<file path="config.mk">
export PLATFORM = sky130hd
export DESIGN_NAME = subtract_exec
export DESIGN_NICKNAME = d
export VERILOG_FILES = /design/src/rtl/subx_pkg.sv /design/src/rtl/subx_decode.sv /design/src/rtl/subx_alu.sv /design/src/rtl/subtract_exec.sv
export SDC_FILE = /design/constraint.sdc
export NUM_CORES = 1
export LEC_CHECK = 0
export BUFFER_PORTS_ARGS = -buffer_cell sky130_fd_sc_hd__buf_2
export CAP_MARGIN = 20
export CORE_UTILIZATION = 57
export CTS_CLUSTER_DIAMETER = 60
export CTS_CLUSTER_SIZE = 14
export DETAILED_ROUTE_END_ITERATION = 6
export GPL_ROUTABILITY_DRIVEN = 0
export PLACE_DENSITY_LB_ADDON = 0.05
export SYNTH_ARGS = -nofsm -noshare
export SYNTH_HDL_FRONTEND = slang
export SYNTH_SLANG_ARGS = --single-unit
</file>
<file path="constraint.sdc">
create_clock -name clk -period 6.4 [get_ports clk]
set_input_delay 0.32 -clock clk [delete_from_list [all_inputs] [get_ports clk]]
set_output_delay 0.32 -clock clk [all_outputs]
set_load 0.02 [all_outputs]
</file>
<file path="src/rtl/subx_pkg.sv">
package subx_pkg;
    localparam int DATA_W = 8;
    localparam int BANK_W = 4;
    localparam int ADDR_W = DATA_W + BANK_W;
    localparam int WORD_W = 16;

    localparam logic [7:0] LIT_OPC = 8'h08;
    localparam logic [5:0] REG_OPC = 6'b010111;

    typedef enum logic [1:0] {PH_Q1, PH_Q2, PH_Q3, PH_Q4} phase_e;
    typedef enum logic [1:0] {OP_NONE, OP_LIT, OP_REG} op_e;

    typedef struct packed {
        logic n;
        logic ov;
        logic z;
        logic dc;
        logic c;
    } flags_t;
endpackage

</file>
<file path="src/rtl/subx_decode.sv">
module subx_decode
    import subx_pkg::*;
(
    input  logic [WORD_W-1:0] word,
    input  logic [BANK_W-1:0] bank,
    output op_e               op,
    output logic              to_mem,
    output logic [ADDR_W-1:0] phys_addr,
    output logic [DATA_W-1:0] literal
);
    localparam logic [BANK_W-1:0] BANK_LO = '0;
    localparam logic [BANK_W-1:0] BANK_HI = '1;

    logic [DATA_W-1:0] fadr;
    logic              banked;

    always_comb begin
        fadr    = word[DATA_W-1:0];
        literal = word[DATA_W-1:0];
        banked  = word[8];
        to_mem  = word[9];
        if (word[15:8] == LIT_OPC)
            op = OP_LIT;
        else if (word[15:10] == REG_OPC)
            op = OP_REG;
        else
            op = OP_NONE;
        if (banked)
            phys_addr = {bank, fadr};
        else if (fadr[DATA_W-1])
            phys_addr = {BANK_HI, fadr};
        else
            phys_addr = {BANK_LO, fadr};
    end

    // access mode only reaches the lowest or highest bank
    always_comb begin
        if (!banked) begin
            p_access_bank_r4: assert (phys_addr[ADDR_W-1:DATA_W] == BANK_LO ||
                                      phys_addr[ADDR_W-1:DATA_W] == BANK_HI);
        end
    end
endmodule

</file>
<file path="src/rtl/subx_alu.sv">
module subx_alu
    import subx_pkg::*;
(
    input  logic [DATA_W-1:0] minuend,
    input  logic [DATA_W-1:0] subtrahend,
    output logic [DATA_W-1:0] diff,
    output flags_t            flags
);
    logic [DATA_W:0] full;
    logic [4:0]      low;

    always_comb begin
        full     = {1'b0, minuend} - {1'b0, subtrahend};
        low      = {1'b0, minuend[3:0]} - {1'b0, subtrahend[3:0]};
        diff     = full[DATA_W-1:0];
        flags.c  = ~full[DATA_W];
        flags.dc = ~low[4];
        flags.z  = (diff == '0);
        flags.n  = diff[DATA_W-1];
        flags.ov = (minuend[DATA_W-1] ^ subtrahend[DATA_W-1]) &
                   (diff[DATA_W-1] ^ minuend[DATA_W-1]);
    end

    // a zero difference can never come with a borrow
    always_comb begin
        if (flags.z) begin
            p_zero_no_borrow_r6: assert (flags.c);
        end
    end
endmodule

</file>
<file path="src/rtl/subtract_exec.sv">
module subtract_exec
    import subx_pkg::*;
(
    input  logic                  clk,
    input  logic                  rst_n,
    input  logic                  instr_valid,
    input  logic [WORD_W-1:0]     instr_word,
    input  logic [BANK_W-1:0]     bank_sel,
    output logic [ADDR_W-1:0]     mem_addr,
    output logic                  mem_rd_en,
    input  logic [DATA_W-1:0]     mem_rdata,
    output logic                  mem_wr_en,
    output logic [DATA_W-1:0]     mem_wdata,
    output logic [DATA_W-1:0]     w_out,
    output logic [4:0]            status_out,
    output logic                  done
);
    typedef struct packed {
        phase_e            phase;
        op_e               op;
        logic              to_mem;
        logic [ADDR_W-1:0] addr;
        logic [DATA_W-1:0] operand;
        logic [DATA_W-1:0] result;
        flags_t            flags;
        logic [DATA_W-1:0] w;
        flags_t            status;
    } state_t;

    state_t s_d, s_q;

    op_e               dec_op;
    logic              dec_to_mem;
    logic [ADDR_W-1:0] dec_addr;
    logic [DATA_W-1:0] dec_lit;
    logic [DATA_W-1:0] alu_diff;
    flags_t            alu_flags;

    subx_decode u_decode (
        .word      (instr_word),
        .bank      (bank_sel),
        .op        (dec_op),
        .to_mem    (dec_to_mem),
        .phys_addr (dec_addr),
        .literal   (dec_lit)
    );

    subx_alu u_alu (
        .minuend    (s_q.operand),
        .subtrahend (s_q.w),
        .diff       (alu_diff),
        .flags      (alu_flags)
    );

    always_comb begin
        s_d       = s_q;
        mem_rd_en = 1'b0;
        mem_wr_en = 1'b0;
        case (s_q.phase)
            PH_Q1: begin
                if (instr_valid) begin
                    s_d.op      = dec_op;
                    s_d.to_mem  = dec_to_mem;
                    s_d.addr    = dec_addr;
                    s_d.operand = dec_lit;
                    s_d.phase   = PH_Q2;
                end
            end
            PH_Q2: begin
                if (s_q.op == OP_REG) begin
                    mem_rd_en   = 1'b1;
                    s_d.operand = mem_rdata;
                end
                s_d.phase = PH_Q3;
            end
            PH_Q3: begin
                s_d.result = alu_diff;
                s_d.flags  = alu_flags;
                s_d.phase  = PH_Q4;
            end
            default: begin
                if (s_q.op != OP_NONE) begin
                    s_d.status = s_q.flags;
                    if (s_q.op == OP_REG && s_q.to_mem)
                        mem_wr_en = 1'b1;
                    else
                        s_d.w = s_q.result;
                end
                s_d.phase = PH_Q1;
            end
        endcase
    end

    always_ff @(posedge clk) begin
        if (!rst_n)
            s_q <= '0;
        else
            s_q <= s_d;
    end

    assign mem_addr   = s_q.addr;
    assign mem_wdata  = s_q.result;
    assign w_out      = s_q.w;
    assign status_out = s_q.status;
    assign done       = (s_q.phase == PH_Q4);

    // completion is a single-cycle pulse
    p_done_single_r9: assert property (@(posedge clk) disable iff (!rst_n)
        done |=> !done);
    // architectural state only moves on the edge closing a done cycle
    p_w_hold_r9: assert property (@(posedge clk) disable iff (!rst_n)
        !done |=> $stable(w_out));
    p_status_hold_r9: assert property (@(posedge clk) disable iff (!rst_n)
        !done |=> $stable(status_out));
    // memory writes happen only in the write phase
    p_write_in_done_r3: assert property (@(posedge clk) disable iff (!rst_n)
        mem_wr_en |-> done);
    // a write-back is preceded by the operand read two cycles earlier
    p_read_then_write_r3: assert property (@(posedge clk) disable iff (!rst_n)
        mem_wr_en |-> $past(mem_rd_en, 2));
endmodule

</file>
# Yosys cells after proc, flatten, opt, wreduce, memory -nomap -nowiden

Index checks and enable logic that the tools add are counted.

Output and inout bits: 36
Bits of input ports: 31
Flip-flop bits (word level): 51
Word-level logic and storage cells: 57

Add/subtract/negate cells: 2
Reduce and logical (&&, ||, !) cells: 10
Bitwise operators: 7
Mux-type cells: 13
Equal/unequal tests: 8

Operators by type and width:

| operator                                                         | number |
|---|---|
| 25-bit 2-to-1 mux                                                | 1 |
| 12-bit 2-to-1 mux                                                | 2 |
| 8-bit case mux with 2 select lines                               | 1 |
| 8-bit by 8-bit subtractor with 9-bit output                      | 1 |
| 8-bit by 4-bit == test with 1-bit output (second input constant) | 1 |
| 8-bit zero test                                                  | 1 |
| 8-bit 2-to-1 mux                                                 | 1 |
| 2-bit == test (second input constant)                            | 3 |
| 6-bit by 5-bit == test with 1-bit output (second input constant) | 1 |
| 2-bit case mux with 3 select lines                               | 1 |
| 3-bit AND reduction                                              | 2 |
| 1-bit 2-to-1 mux                                                 | 5 |
| 4-bit by 4-bit subtractor with 5-bit output                      | 1 |
| 2-bit 2-to-1 mux                                                 | 2 |
| 2-bit inequality test (second input constant)                    | 2 |
| 1-bit NOT                                                        | 4 |
| 2-bit AND reduction                                              | 2 |
| 2-bit nonzero test                                               | 2 |
| 3-bit OR reduction                                               | 1 |
| 2-bit by 1-bit == test with 1-bit output (second input constant) | 1 |
| 2-bit zero test                                                  | 1 |
| 1-bit bitwise XOR                                                | 2 |
| 1-bit bitwise AND                                                | 1 |
| 1-bit logical AND                                                | 1 |

# Logic depth before layout (Yosys ltp)

Word-level depth: 5
Gate-level depth with buffers: 9
Depth with buffers taken out: 9

# Hierarchy

A second synthesis with hierarchy kept.

Cells, all modules: 340
Area, all modules: 3,010.4 sq um

Modules (own cells, without submodules):

| module        | cells each | sequential area each (sq um) | instances | area each (sq um) |
|---|---|---|---|---|
| subtract_exec | 241        | 1,021.0                      | 1         | 2,339.7 |
| subx_alu      | 68         | 0.0                          | 1         | 473.0 |
| subx_decode   | 31         | 0.0                          | 1         | 197.7 |

# Worst setup path before layout

OpenSTA, ideal clock, no wires.

Kind: flip-flop to flip-flop
Start: register s_q[26] (netlist bit)
End: register s_q[15] (netlist bit)
Path buffers: 0
Clock period less this slack: 2.055 ns
Data required time: 6.313 ns
Setup slack: 4.345 ns
Arrival: 1.968 ns
Library setup time: 0.087 ns
Stages on the path, launching flop included: 9
Cell sequence: dfxtp_1 -> inv_1 -> ha_1 -> fa_1 -> nor2b_1 -> o31ai_2 -> xnor2_1 -> or4_1 -> o31ai_1

Word-level cells in the longest chain between the ends: 2

Ends and longest elaborated chain:

| item                                        | RTL line            | text |
|---|---|---|
| start, declared                             | subtract_exec.sv:30 | `state_t s_d, s_q;` |
| start signal, assigned                      | subtract_exec.sv:96 | `s_q <= '0;` |
| start signal, assigned                      | subtract_exec.sv:98 | `s_q <= s_d;` |
| 8-bit by 8-bit subtractor with 9-bit output | subx_alu.sv:13      | `full = {1'b0, minuend} - {1'b0, subtrahend};` |
| 8-bit zero test                             | subx_alu.sv:18      | `flags.z = (diff == '0);` |

Every way passes these cells.
A chain may end at the register's enable or synchronous reset.

# Worst setup path in the final report

Start: register s_q[50] (netlist bit)
End: register s_q[31] (netlist bit)

Word-level cells in the longest chain between the ends: 3
Elaborated cells on any way between the ends: 7
Those cells by class: eq/ne (3); mux (1); reduce/logical (3)

Ends and longest elaborated chain:

| item                                                                               | RTL line            | text |
|---|---|---|
| 2-bit by 1-bit == test with 1-bit output / 2-bit zero test (equally long branches) | subtract_exec.sv:59 | `case (s_q.phase)` |
| 2-bit inequality test (no line) / 2-bit nonzero test (equally long branches)       | --                  |  |
| 3-bit AND reduction (no line)                                                      | --                  |  |

Parallel ways exist; a longest one is shown, timed or not.

==> results <==
- The count of vias placed by the detailed router is 2031.
- The share of synthesized flip-flops with an asynchronous set or reset is 0.
- The checks that failed: DRC.
- The largest net degree at the start of global routing is 24.
- Dividing the detail-routed via count by the number of cells gives 5.23.
- Clock-pin slew was measured on the worst setup and hold paths at 0.09 ns.
- The fraction of synthesized cell area taken by the top area cell type is 0.390.
- The critical path goes through inv_1, ha_1, inv_1, a21oi_1, nor2_1, nor2_1, a211oi_1.
- The number of antenna violations at the first check in global routing is 0.
- The type of the worst setup path is register to register.
- The number of I/O pins is 67.
- The category of the worst setup path launch point is a register.
- Data on the critical path arrives at its endpoint at 2.46 ns.
- The layout cell share with drive strength beyond 1 is 0.229.
- In this run the horizontal extent of the chip is 69.1 µm.
- The number of buffers between clock root and the deepest sink is 2.
- The final count of pins violating max slew was 0.
- The repair_antennas step left the layout with diodes totalling 0.
- The first-pass GRT wire length is 8210 µm.
- Counting every sink on the clock net gives 50.
- The final-stage net count is 380.
- The final period demand of the worst path is 2.26 ns.
- The actual transition at the worst max-transition pin is 0.989 ns.
- Counting flops and latches in the post-synthesis netlist gives 50.
- Row generation in the floorplan step produced 24 rows.
- The leading area contributor after synthesis is sky130_fd_sc_hd__dfxtp_1.
- The total global routing track utilization is 0.210.
- After clock tree synthesis, the flow added hold-fix buffers numbering 0.
- The number of cells on the worst reg-to-reg path is 7.
- The number of setup violations in the final report is 0.
- The detailed router finished its first iteration with 59 violations.
- Dividing the detail-routed wire length by the instance count gives 12.4 µm.
- The critical path required time is 6.60 ns.
- In this run the number of H-tree levels came out at 2.
- In this run the cell area of the synthesized design comes to 2570 µm².
- The flow ran to the end, but the final reports show violations.
- The maximum vdd ir drop is 209 µV.
- The total iterations of the first detailed-routing run is 6.
- The net count after synthesis is 351.
- In the final timing run, aggregate negative setup slack is 0 ns.
- A synthesized cell averages 8.36 µm².
- Relative to the synthesized area, the layout overhead comes to 7.51%.
- During synthesis, Yosys emitted a total of 0 warnings.
- At the later pin of the worst-skew pair, clock insertion delay measures 0.30 ns.
- After clock tree synthesis, the repair step resized 0 gates.
- By instance count, the leading cell after synthesis is sky130_fd_sc_hd__dfxtp_1.
- In this run the power density over the cells is 413 nW/µm².
- The highest net fanout along the worst path is 16.
- The cell chosen for the clock root is sky130_fd_sc_hd__clkbuf_8.
- The area of the core is 4350 µm².
- Summing all multi-input logic gate instances after layout gives 1210 µm².
- Registers take 1000 µm².
- The remaining max-slew budget at the tightest pin is 0.336.
- The total setup buffers inserted after CTS is 0.
- In this run the static leakage power is 0.00131 µW.
- The post-route worst setup slack is 4.14 ns.
- The number of global-route vias before repair is 1922.
- The die covers 4770 µm².
- The final-report hold violation count is 0.
- The number of standard cells after synthesis is 307.
- The utilization of the core after routing is 0.634.
- The largest single stage delay on the critical path is 0.69 ns.
- For this design, the slowest cell found on the critical path is sky130_fd_sc_hd__nor2_1.
- Detailed placement ended at an HPWL of 3640 µm.
- The largest clock skew in the final design is 0.00801 ns.
- The filler cell count is 383.
- The pre-CTS setup slack is 4.19 ns.
- The prevailing post-synth register cell is sky130_fd_sc_hd__dfxtp_1.
- The die is 69.1 µm tall.
- For this run, the register share of the synthesized area comes to 0.390.
- The number of clock buffers inserted by TritonCTS is 5.
- Summed over all layers, the global routing overflow is 0.
- The starting density of the core is 0.589.
- The remaining routing DRC violations is 1.
- The count of buffers from port buffering is 66.
- By area the synthesized netlist is led by sky130_fd_sc_hd__dfxtp_1, sky130_fd_sc_hd__buf_4, sky130_fd_sc_hd__mux2i_1.
- The clock tree from TritonCTS is built.
- The detail route stage leaves a number of antenna-violating nets equal to 0.
- Hold timing on the final database bottoms out at a slack of 0.253 ns.
- Max-cap violations in this run came to 0.
- The worst hold path depth is 3.
- Dividing the final minimum period by the clock period gives 0.353.
- STA classifies the critical path endpoint as a register.
- The achievable frequency is 443 MHz.
- The number of flops mapped to enable cells by yosys is 0.
- The total wire length is 4810 µm.
- After synthesis, the most frequently instantiated cells are sky130_fd_sc_hd__dfxtp_1, sky130_fd_sc_hd__nor2_1, sky130_fd_sc_hd__buf_4.
- Setup repair after global routing left no endpoint under its margin.
- Counting distinct cell types in the post-synthesis netlist gives 35.
- The worst hold path belongs to the class input port to register.
==> power breakdown <==
part           switching [µW]  total, µW  internal, µW  leakage [µW]
clock network             101        176          74.7     0.0000362
logic                     322        541           219      0.000868
registers                45.6        424           378      0.000408
==> worst max-delay path: cells and delay by family, from the launching register on <==
family	cells	cell delay [ns]
flip-flops	1	0.42
buffers and inverters	2	0.30
adder cells (fa/ha/maj)	1	0.30
AND/OR/NAND/NOR	2	0.78
AO/OA/AOI/OAI	2	0.35
==> layout by cell type (no fill, tap or decap), types with 3 or more instances in the layout <==
cell,n
sky130_fd_sc_hd__a21oi_1,27
sky130_fd_sc_hd__nor3_1,3
sky130_fd_sc_hd__ha_1,12
sky130_fd_sc_hd__nor2_1,47
sky130_fd_sc_hd__dfxtp_1,50
sky130_fd_sc_hd__xnor2_1,6
sky130_fd_sc_hd__mux2i_1,19
sky130_fd_sc_hd__and3_1,9
sky130_fd_sc_hd__inv_1,14
sky130_fd_sc_hd__clkbuf_8,5
sky130_fd_sc_hd__buf_2,66
sky130_fd_sc_hd__nand2_1,25
sky130_fd_sc_hd__o21ai_0,9
sky130_fd_sc_hd__nor2b_1,4
sky130_fd_sc_hd__a211oi_1,12
==> area by class of cell <==
| cell class | count | share of cell area |
|---|---|---|
| Multi-Input combinational cell | 197 | 0.440 |
| Sequential cell | 50 | 0.363 |
| Timing Repair Buffer | 67 | 0.122 |
| Clock buffer | 5 | 0.0249 |
| Tap cell | 52 | 0.0236 |
| Inverter | 15 | 0.0204 |
| Clock inverter | 2 | 0.00544 |
==> stage by stage <==
step,total power (µW),cell area [µm²],cells
floorplan,891,2570,307
global placement,960,2680,381
detailed placement,970,2680,381
CTS,1150,2760,388
global route,1230,2760,388
finish,1140,2760,388
==> logic make-up after synthesis <==
family | share of synthesized area
multiplexers | 0.0741
XOR/XNOR | 0.0239
adder cells (fa/ha/maj) | 0.0663
flip-flops | 0.390
buffers and inverters | 0.137
AND/OR/NAND/NOR | 0.167
AO/OA/AOI/OAI | 0.142
==> sequential cells by signal (all words and copies together) (netlist names) <==
name        flops
mem_wdata       8
s_q            17
mem_addr       12
w_out           8
status_out      5
==> worst paths after layout <==
check	from	slack, ns	endpoint
worst min-delay path	instr_word[5]	0.25	mem_addr[5]
worst max-delay path	s_q[50]	4.14	s_q[31]
worst min register to register	s_q[16]	0.46	s_q[16]
worst max register to register	s_q[50]	4.14	s_q[31]
==> layer usage <==
layer | GRT usage | up-vias | part of all wire
met1 | 0.264 | 914 | 0.48
met3 | 0.0541 | 7 | 0.050
met2 | 0.354 | 55 | 0.46
li1 | - | 1055 | -
met5 | 0 | - | 0
met4 | 0.0612 | 0 | 0.013
(Power assumes the default switching activity.)
